--- config.mk ---
export PLATFORM = sky130hd
export DESIGN_NAME = cc_line_inserter
export DESIGN_NICKNAME = d
export VERILOG_FILES = /design/src/rtl/cc_ins_pkg.sv /design/src/rtl/cc_bit_timer.sv /design/src/rtl/cc_pair_store.sv /design/src/rtl/cc_line_inserter.sv
export SDC_FILE = /design/constraint.sdc
export NUM_CORES = 1
export LEC_CHECK = 0
export ABC_AREA = 1
export BUFFER_PORTS_ARGS = -buffer_cell sky130_fd_sc_hd__buf_2
export CORE_AREA = 2 2 86 88
export CTS_CLUSTER_SIZE = 10
export DETAILED_ROUTE_END_ITERATION = 10
export DIE_AREA = 0 0 88 90
export PLACE_DENSITY = 0.86
export SYNTH_ARGS = -nofsm -noshare
export SYNTH_HDL_FRONTEND = slang
export SYNTH_SLANG_ARGS = --single-unit
--- constraint.sdc ---
create_clock -name clk -period 4.4 [get_ports clk]
set_input_delay 0.66 -clock clk [delete_from_list [all_inputs] [get_ports clk]]
set_output_delay 0.66 -clock clk [all_outputs]
set_load 0.01 [all_outputs]
--- src/rtl/cc_ins_pkg.sv ---
package cc_ins_pkg;

  localparam int HB_RUNIN = 14;
  localparam int HB_START = 6;
  localparam int HB_TOTAL = 52;
  localparam logic [15:0] NULL_PAIR = 16'h8080;

  // accumulator increment for half-bit ticks, rounded to nearest
  function automatic longint half_bit_step(int acc_w, longint clk_hz, longint bit_hz);
    longint num;
    num = (2 * bit_hz) << acc_w;
    return (num + clk_hz / 2) / clk_hz;
  endfunction

  // level carried by half-bit interval hb for a given byte pair
  function automatic logic level_of(logic [5:0] hb, logic [15:0] bits);
    logic [5:0] d;
    d = hb - 6'd20;
    if (hb < 6'(HB_RUNIN))                 return ~hb[0];
    else if (hb < 6'(HB_RUNIN + HB_START)) return (hb >= 6'd18);
    else                                   return bits[d[4:1]];
  endfunction

endpackage

--- src/rtl/cc_bit_timer.sv ---
module cc_bit_timer #(
  parameter int ACC_W = 16,
  parameter logic [ACC_W-1:0] STEP = '0
) (
  input  logic clk,
  input  logic rst_n,
  input  logic clear,
  input  logic run,
  output logic half_tick
);
  logic [ACC_W-1:0] acc;
  logic [ACC_W:0]   sum;

  assign sum       = {1'b0, acc} + {1'b0, STEP};
  assign half_tick = run & sum[ACC_W];

  always_ff @(posedge clk or negedge rst_n) begin
    if (!rst_n)     acc <= '0;
    else if (clear) acc <= '0;
    else if (run)   acc <= sum[ACC_W-1:0];
  end
endmodule

--- src/rtl/cc_pair_store.sv ---
module cc_pair_store (
  input  logic        clk,
  input  logic        rst_n,
  input  logic        wr_first,
  input  logic        wr_second,
  input  logic [7:0]  wr_data,
  input  logic        release_pair,
  output logic [15:0] pair,
  output logic        pending
);
  logic [7:0] b_lo, b_hi;

  assign pair = {b_hi, b_lo};

  always_ff @(posedge clk or negedge rst_n) begin
    if (!rst_n) begin
      b_lo    <= '0;
      b_hi    <= '0;
      pending <= 1'b0;
    end else begin
      if (wr_first)  b_lo <= wr_data;
      if (wr_second) b_hi <= wr_data;
      if (wr_second)         pending <= 1'b1;
      else if (release_pair) pending <= 1'b0;
    end
  end
endmodule

--- src/rtl/cc_line_inserter.sv ---
module cc_line_inserter
  import cc_ins_pkg::*;
#(
  parameter int LINE_W       = 10,
  parameter int SLOT_W       = 11,
  parameter int LUMA_W       = 10,
  parameter int ACC_W        = 16,
  parameter longint CLK_HZ   = 27000000,
  parameter longint BIT_HZ   = 503500,
  parameter int START_SLOT   = 284,
  parameter int CAP_LINE     = 21,
  parameter int EXT_LINE_525 = 284,
  parameter int EXT_LINE_625 = 334,
  parameter int LOW_CODE     = 64,
  parameter int HIGH_CODE    = 502
) (
  input  logic              clk,
  input  logic              rst_n,
  input  logic [LINE_W-1:0] line_num,
  input  logic [SLOT_W-1:0] slot,
  input  logic              sys625,
  input  logic              cap_en,
  input  logic              ext_en,
  input  logic              wr_en,
  input  logic [1:0]        wr_addr,
  input  logic [7:0]        wr_data,
  output logic [LUMA_W-1:0] luma_ovr,
  output logic              ovr_valid,
  output logic              cap_ready,
  output logic              ext_ready
);
  localparam logic [ACC_W-1:0] STEP = ACC_W'(half_bit_step(ACC_W, CLK_HZ, BIT_HZ));
  localparam logic [5:0] HB_LAST = 6'(HB_TOTAL - 1);

  logic [1:0]  pending;
  logic [15:0] pair [2];
  logic [1:0]  release_pair;

  logic        active, cur_svc, cur_real;
  logic [5:0]  hb;
  logic [15:0] bits;
  logic        half_tick, finish, start, hit_cap, hit_ext, sel_svc;
  logic [LINE_W-1:0] ext_line;

  for (genvar s = 0; s < 2; s++) begin : g_svc
    logic wf, ws;
    assign wf = wr_en && (wr_addr == {1'(s), 1'b0});
    assign ws = wr_en && (wr_addr == {1'(s), 1'b1});
    assign release_pair[s] = finish && (cur_svc == 1'(s)) && cur_real;
    cc_pair_store u_store (
      .clk(clk), .rst_n(rst_n), .wr_first(wf), .wr_second(ws),
      .wr_data(wr_data), .release_pair(release_pair[s]),
      .pair(pair[s]), .pending(pending[s])
    );
  end

  cc_bit_timer #(.ACC_W(ACC_W), .STEP(STEP)) u_timer (
    .clk(clk), .rst_n(rst_n), .clear(start), .run(active), .half_tick(half_tick)
  );

  assign ext_line = sys625 ? LINE_W'(EXT_LINE_625) : LINE_W'(EXT_LINE_525);
  assign hit_cap  = cap_en && (line_num == LINE_W'(CAP_LINE));
  assign hit_ext  = ext_en && (line_num == ext_line) && !hit_cap;
  assign sel_svc  = hit_ext;
  assign start    = !active && (slot == SLOT_W'(START_SLOT)) && (hit_cap || hit_ext);
  assign finish   = active && half_tick && (hb == HB_LAST);

  always_ff @(posedge clk or negedge rst_n) begin
    if (!rst_n) begin
      active   <= 1'b0;
      hb       <= '0;
      cur_svc  <= 1'b0;
      cur_real <= 1'b0;
      bits     <= NULL_PAIR;
    end else if (start) begin
      active   <= 1'b1;
      hb       <= '0;
      cur_svc  <= sel_svc;
      cur_real <= pending[sel_svc];
      bits     <= pending[sel_svc] ? pair[sel_svc] : NULL_PAIR;
    end else if (active && half_tick) begin
      if (finish) active <= 1'b0;
      else        hb <= hb + 6'd1;
    end
  end

  assign ovr_valid = active;
  assign luma_ovr  = (active && level_of(hb, bits)) ? LUMA_W'(HIGH_CODE) : LUMA_W'(LOW_CODE);
  assign cap_ready = ~pending[0];
  assign ext_ready = ~pending[1];
endmodule

==> impl_metrics.csv, run 1 <==
group,metric,value,unit
routing,wirelength,8.25,mm
worst_setup_path,cp_max_fo,9,
pwr,leakagePower,2.36,nW
worst_setup_path,cp.required,3.74,ns
clock_tree,cts.repair.resized,0,
worst_setup_path,r2r_slack,2.34,ns
global_routing,globalRouteTotalUtil,23.0,%
worst_setup_path,endpoint_kind,"output pin",
logic_synthesis,synth_top_area_share,43.4,%
timing,finalSetupViolations,0,
global_routing,grt_antenna_before_repair,0,
timing,finalClockSkew,0.00647,ns
clock_tree,cts_setup_buffers,0,
routing,ant_nets,0,
placed_design,routabilityCongestion,0.915,
logic_synthesis,syn_inst,545,
floorplan,dieWidth,88,microns
worst_setup_path,worstSetupPathType,"reg -> out",
clock_tree,clock-root-buffer,"clkbuf_8",
timing,fin_setup_tns,0,ns
clock_tree,numCtsBuffers,9,
global_routing,overflow,0,
logic_synthesis,synth_area,4090,sq um
cells_and_area,syn_to_final_growth,10.0,%
status,outcome,"completed",
floorplan,die_area,7920,sq um
floorplan,start_util,58.3,%
clock_tree,clock_sinks,73,
logic_synthesis,synth_seq_area_share,44.7,%
logic_synthesis,synth_top_cell_by_area,"dfrtp_1",
routing,vias,3524,
timing,hold_slack,0.303,ns
timing,maxSlewHeadroom,55.8,%
global_routing,grt_max_degree,49,
clock_tree,ctsHoldBuffers,0,
logic_synthesis,synth-edff-count,0,
logic_synthesis,ys_types,34,
timing,rsz0062_at_grt,"false",
floorplan,die_y,90,microns
placed_design,io_buffers,45,
logic_synthesis,async_reset_ff_share,100,%
placed_design,dp_hpwl,5.84,mm
worst_setup_path,cp_data_arrival_time,2.29,ns
timing,final_hold_viol_count,0,
logic_synthesis,synth_most_common_cell,"nand2_1",
placed_design,preCtsSetupSlack,1.81,ns
logic_synthesis,syn_area_per_cell,7.50,sq um
floorplan,coreArea,7020,sq um
timing,period_minus_slack,2.95,ns
logic_synthesis,ys_warn_count,0,
cells_and_area,drive_gt1_share,16.8,%
logic_synthesis,synth_area_leaders,"dfrtp_1 43%, nand2_1 17%, o21ai_0 5.9%",
global_routing,grt_pass1_vias,3412,
floorplan,fp-row-count,31,
logic_synthesis,synthTopCellsByCount,"181 x nand2_1, 71 x dfrtp_1, 49 x inv_1",
min_path,min_path_type,"in -> async",
clock_tree,htreeDepth,3,
pwr,ir_drop,0.307,mV
logic_synthesis,synth_ff_type,"dfrtp_1",
cells_and_area,antenna_cells,0,
timing,finalWorstSetupSlack,1.45,ns
clock_tree,clk_path_buf_depth,2,
pwr,p_per_area,416,nW/um^2
cells_and_area,final_cells,683,
floorplan,num_io_pins,50,
routing,drtPass1Iterations,5,
routing,drc,0,
timing,worst_slew_pin_slew,0.662,ns
timing,fmax,0.339,GHz
routing,drt-initial-drc-count,263,
clock_tree,clk_latency,0.34,ns
logic_synthesis,ys_ff_latch,73,
routing,viasPerCell,5.16,
routing,routedWlPerCell,12.1,microns
worst_setup_path,start_kind,"flip-flop",
pwr,power.total,1.87,mW
global_routing,grt_pass1_wl,14.8,mm
clock_tree,clk_pin_slew,0.08,ns
cells_and_area,fin_nets,621,
clock_tree,cts_tree,"done",
timing,period_share,67.1,%
timing,drv_slew,0,
placed_design,place_inst,667,
run,drv_cap,0,
## registers in the layout, summed over array words and instances (netlist names)
| register | count |
|---|---|
| g_svc.u_store.b_hi | 16 |
| cur_svc | 1 |
| g_svc.u_store.b_lo | 16 |
| ovr_valid | 1 |
| cur_real | 1 |
| bits | 16 |
| hb | 6 |
| u_timer.acc | 14 |
| g_svc.u_store.pending | 2 |
## cell usage in the layout (no fill, tap or decap), drive strengths merged
cell | synthesis | layout
clkbuf | 6 | 10
clkinv | 1 | 3
buf | 19 | 46
ha | 5 | 5
nor3 | 11 | 11
a21boi | 1 | 1
conb | 2 | 4
a31oi | 3 | 3
dfstp | 2 | 2
nand4 | 25 | 25
xor2 | 5 | 5
nand2 | 196 | 196
bufinv | 0 | 2
or2 | 2 | 2
o21a | 1 | 1
nor2 | 42 | 42
nand3b | 4 | 4
a21oi | 7 | 7
nand3 | 34 | 34
o21ai | 53 | 53
clkinvlp | 0 | 1
inv | 55 | 56
dfrtp | 71 | 71
## layout make-up
class                      count  area, sq um
tap                           99          124
timing repair buffer          46          233
fill                         587         2520
clock inverter                 6         90.1
inverter                      56          213
sequential                    73         1830
multi-input combinational    393         1870
clock buffer                  10          138
## logic make-up after synthesis
kind of cell	Yosys count	synth area share, %
AO/OA/AOI/OAI	65	8.26
XOR/XNOR	5	1.07
adder cells (fa/ha/maj)	5	1.53
buffers and inverters	81	9.64
flip-flops	73	44.7
other	2	0.184
AND/OR/NAND/NOR	314	34.6
## worst max-delay path, cell delays in order (launching register included)
cell      delay (ns)
dfrtp_1         0.47
clkinv_1        0.29
ha_1            0.41
inv_1           0.08
nand3_1         0.08
nand3b_1        0.08
nand3b_1        0.07
a21oi_1         0.28
buf_2           0.20
## where the power goes
part / total [mW] / internal (mW) / switching, mW / leakage, nW
Sequential: 0.830 / 0.763 / 0.0678 / 0.899
Combinational: 0.444 / 0.162 / 0.282 / 1.35
Clock: 0.596 / 0.337 / 0.259 / 0.113
Total: 1.87 / 1.26 / 0.609 / 2.36
## metal layers
layer	wire length [microns]	global-route usage (%)
met1	3700	30.0
met2	4120	38.8
met3	307	3.76
met4	113	7.05
met5	0	0
## final timing paths
check	from	cells past startpoint	end
max	hb[2]	8	luma_ovr[2]
min	rst_n	1	u_timer.acc[13]
max reg2reg	ovr_valid	7	g_svc[0].u_store.pending
min reg2reg	g_svc[0].u_store.b_lo[1]	2	g_svc[0].u_store.b_lo[1]
max in group asynchronous	rst_n	2	g_svc[1].u_store.pending
min in group clk	g_svc[0].u_store.b_lo[1]	2	g_svc[0].u_store.b_lo[1]
## metrics by stage
step | instance area [sq um] | util, %
5_1_grt | 4500 | 64.1
3_5_place_dp | 4270 | 60.9
6_report | 4500 | 64.1
3_3_place_gp | 4270 | 60.9
2_1_floorplan | 4100 | -
4_1_cts | 4500 | 64.1
(Power assumes the default switching activity.)
==> run 2, diff against run 1 <==
Settings changed: CORE_AREA 2 2 86 88 to 2 2 91 93, DIE_AREA 0 0 88 90 to 0 0 93 95, PLACE_DENSITY 0.86 to 0.82.
Clock period 4.4 ns to 2.5 ns, I/O delays scaled along.
==> run 2 against run 1 <==
Against the previous run: combinational power increased by 87%; core utilization decreased by 6.5 points; global-route usage decreased by 1.7 points; largest cell class unchanged; clock-buffer cell count decreased by 1; total power increased by 77%; critical endpoint is now luma_ovr[5]; clock power increased by 69%; largest power group unchanged.
==> impl_metrics.csv, run 2 (synthesized netlist as in run 1, its figures left out) <==
group,metric,value,unit
status,outcome,"completed",
clock_tree,clk_pin_slew,0.09,ns
timing,finalClockSkew,0.00783,ns
worst_setup_path,endpoint_kind,"output pin",
floorplan,die_y,95,microns
worst_setup_path,cp_data_arrival_time,1.98,ns
timing,worst_slew_pin_slew,0.811,ns
timing,maxSlewHeadroom,46.0,%
global_routing,globalRouteTotalUtil,21.2,%
routing,drc,0,
cells_and_area,final_cells,693,
floorplan,die_area,8840,sq um
clock_tree,clock_sinks,73,
worst_setup_path,worstSetupPathType,"reg -> out",
cells_and_area,drive_gt1_share,18.4,%
cells_and_area,fin_util,57.6,%
timing,fin_setup_tns,0,ns
run,drv_cap,0,
timing,finalSetupViolations,0,
worst_setup_path,cp-startpoint,"hb[2]",
global_routing,overflow,0,
routing,wirelength,8.46,mm
worst_setup_path,start_kind,"flip-flop",
pwr,pwr-share-seq,44.4,%
clock_tree,clk_latency,0.37,ns
global_routing,grt_pass1_wl,14.9,mm
worst_setup_path,cp_max_fo,9,
clock_tree,cts_tree,"done",
pwr,ir_drop,0.697,mV
worst_setup_path,reg2reg_to,"g_svc[0].u_store.pending",
global_routing,grt_pass1_vias,3311,
worst_setup_path,r2r_slack,0.66,ns
cells_and_area,n_fill_cell,725,
global_routing,grt_antenna_before_repair,0,
cells_and_area,antenna_cells,0,
placed_design,place_inst,675,
placed_design,placed_area,4310,sq um
floorplan,num_io_pins,50,
pwr,p_comb_share,25.1,%
cells_and_area,fin_nets,625,
worst_setup_path,cp.required,2.12,ns
worst_setup_path,worstReg2RegStart,"u_timer.acc[2]",
routing,drt-initial-drc-count,191,
pwr,netSwitchingPower,1.15,mW
pwr,power.total,3.31,mW
timing,final_hold_viol_count,0,
min_path,min_path_type,"in -> async",
routing,ant_nets,0,
clock_tree,htreeDepth,3,
pwr,switching_share,34.8,%
cells_and_area,syn_to_final_growth,11.7,%
floorplan,start_util,51.6,%
clock_tree,clk_path_buf_depth,2,
pwr,p_per_area,724,nW/um^2
placed_design,dp_hpwl,6.01,mm
worst_setup_path,reg2regPathDepth,12,
floorplan,dieWidth,93,microns
cells_and_area,layout_commonest_cell,"nand2_1",
timing,fmax,0.424,GHz
placed_design,routabilityCongestion,0.921,
pwr,leakagePower,2.39,nW
pwr,clockPowerShare,30.5,%
routing,vias,3590,
clock_tree,clock-root-buffer,"clkbuf_8",
global_routing,grt_max_degree,35,
pwr,p_int,2.15,mW
cells_and_area,reg_top3,"bits: 16 flops, g_svc.u_store.b_hi: 16 flops, g_svc.u_store.b_lo: 16 flops",
routing,drtPass1Iterations,5,
floorplan,fp-row-count,33,
cells_and_area,stdcell_area,4570,sq um
routing,viasPerCell,5.18,
placed_design,io_buffers,45,
timing,period_minus_slack,2.36,ns
routing,routedWlPerCell,12.2,microns
cells_and_area,layout_common_cells,"181 x nand2_1, 70 x dfrtp_1, 48 x o21ai_0, 47 x inv_1, 45 x buf_2",
clock_tree,numCtsBuffers,9,
timing,drv_slew,0,
floorplan,coreArea,7930,sq um
timing,period_share,94.4,%
==> run 2: cell count changes in the layout (fill, tap and decap cells not counted), moves of 2 or more <==
cell	previous run	this run
buf_4	1	4
inv_1	49	47
inv_2	5	7
inv_8	0	2
==> run 2: cell type report <==
class	instances	area, sq um	area share, %
clock buffers	9	124	2.71
clock inverters	7	95.1	2.08
well taps	105	131	2.88
multi-input cells	393	1900	41.6
repair buffers	50	275	6.03
flip-flops and latches	73	1830	40.1
inverters	56	214	4.68
==> run 2: critical path, stage by stage (launching register included) <==
cell	delay, ns
dfrtp_2	0.41
clkinv_2	0.16
ha_1	0.27
xor2_1	0.18
nand3b_1	0.14
nand3b_1	0.13
a21oi_4	0.19
buf_2	0.16
==> run 2: power by group through the flow <==
| stage | Clock [mW] | Combinational, mW | Sequential, mW |
|---|---|---|---|
| 4_1_cts | 1.03 | 0.790 | 1.47 |
| 6_report | 1.01 | 0.832 | 1.47 |
| 5_1_grt | 1.08 | 0.964 | 1.49 |
| 2_1_floorplan | 0 | 0.640 | 1.44 |
| 3_3_place_gp | 0 | 0.739 | 1.48 |
| 3_5_place_dp | 0 | 0.780 | 1.49 |
==> run 2: worst max path at each step <==
stage | slack, ns | cells after the start | end
final | 0.14 | 7 | luma_ovr[5]
after global routing | -0.01 | 7 | luma_ovr[8]
after CTS | 0.04 | 8 | luma_ovr[5]
after detailed placement | 0.12 | 8 | luma_ovr[5]
after global placement | 0.25 | 8 | luma_ovr[1]
after floorplan | 0.24 | 8 | luma_ovr[2]
==> run 2: per-stage QoR <==
stage	hold WS, ns	setup slack, ns
after floorplan	0.0794	0.241
after global placement	0.454	0.250
after detailed placement	0.466	0.119
after CTS	0.113	0.0391
after global routing	0.146	-0.0147
final	0.0914	0.141
==> run 2: layer usage <==
layer  vias to the layer above  wire length, microns  global-route usage [%]
met5                         -                     0                       0
met4                         0                   122                    5.76
li1                       1815                     -                       -
met2                        81                  4210                    36.9
met1                      1680                  3730                    27.0
met3                        14                   397                    4.55
==> run 2: timing repair <==
action	4_1_cts	5_1_grt
gates resized for setup	3	4
hold buffers	0	0
endpoints found under the setup margin	6	6
buffers inserted	0	2
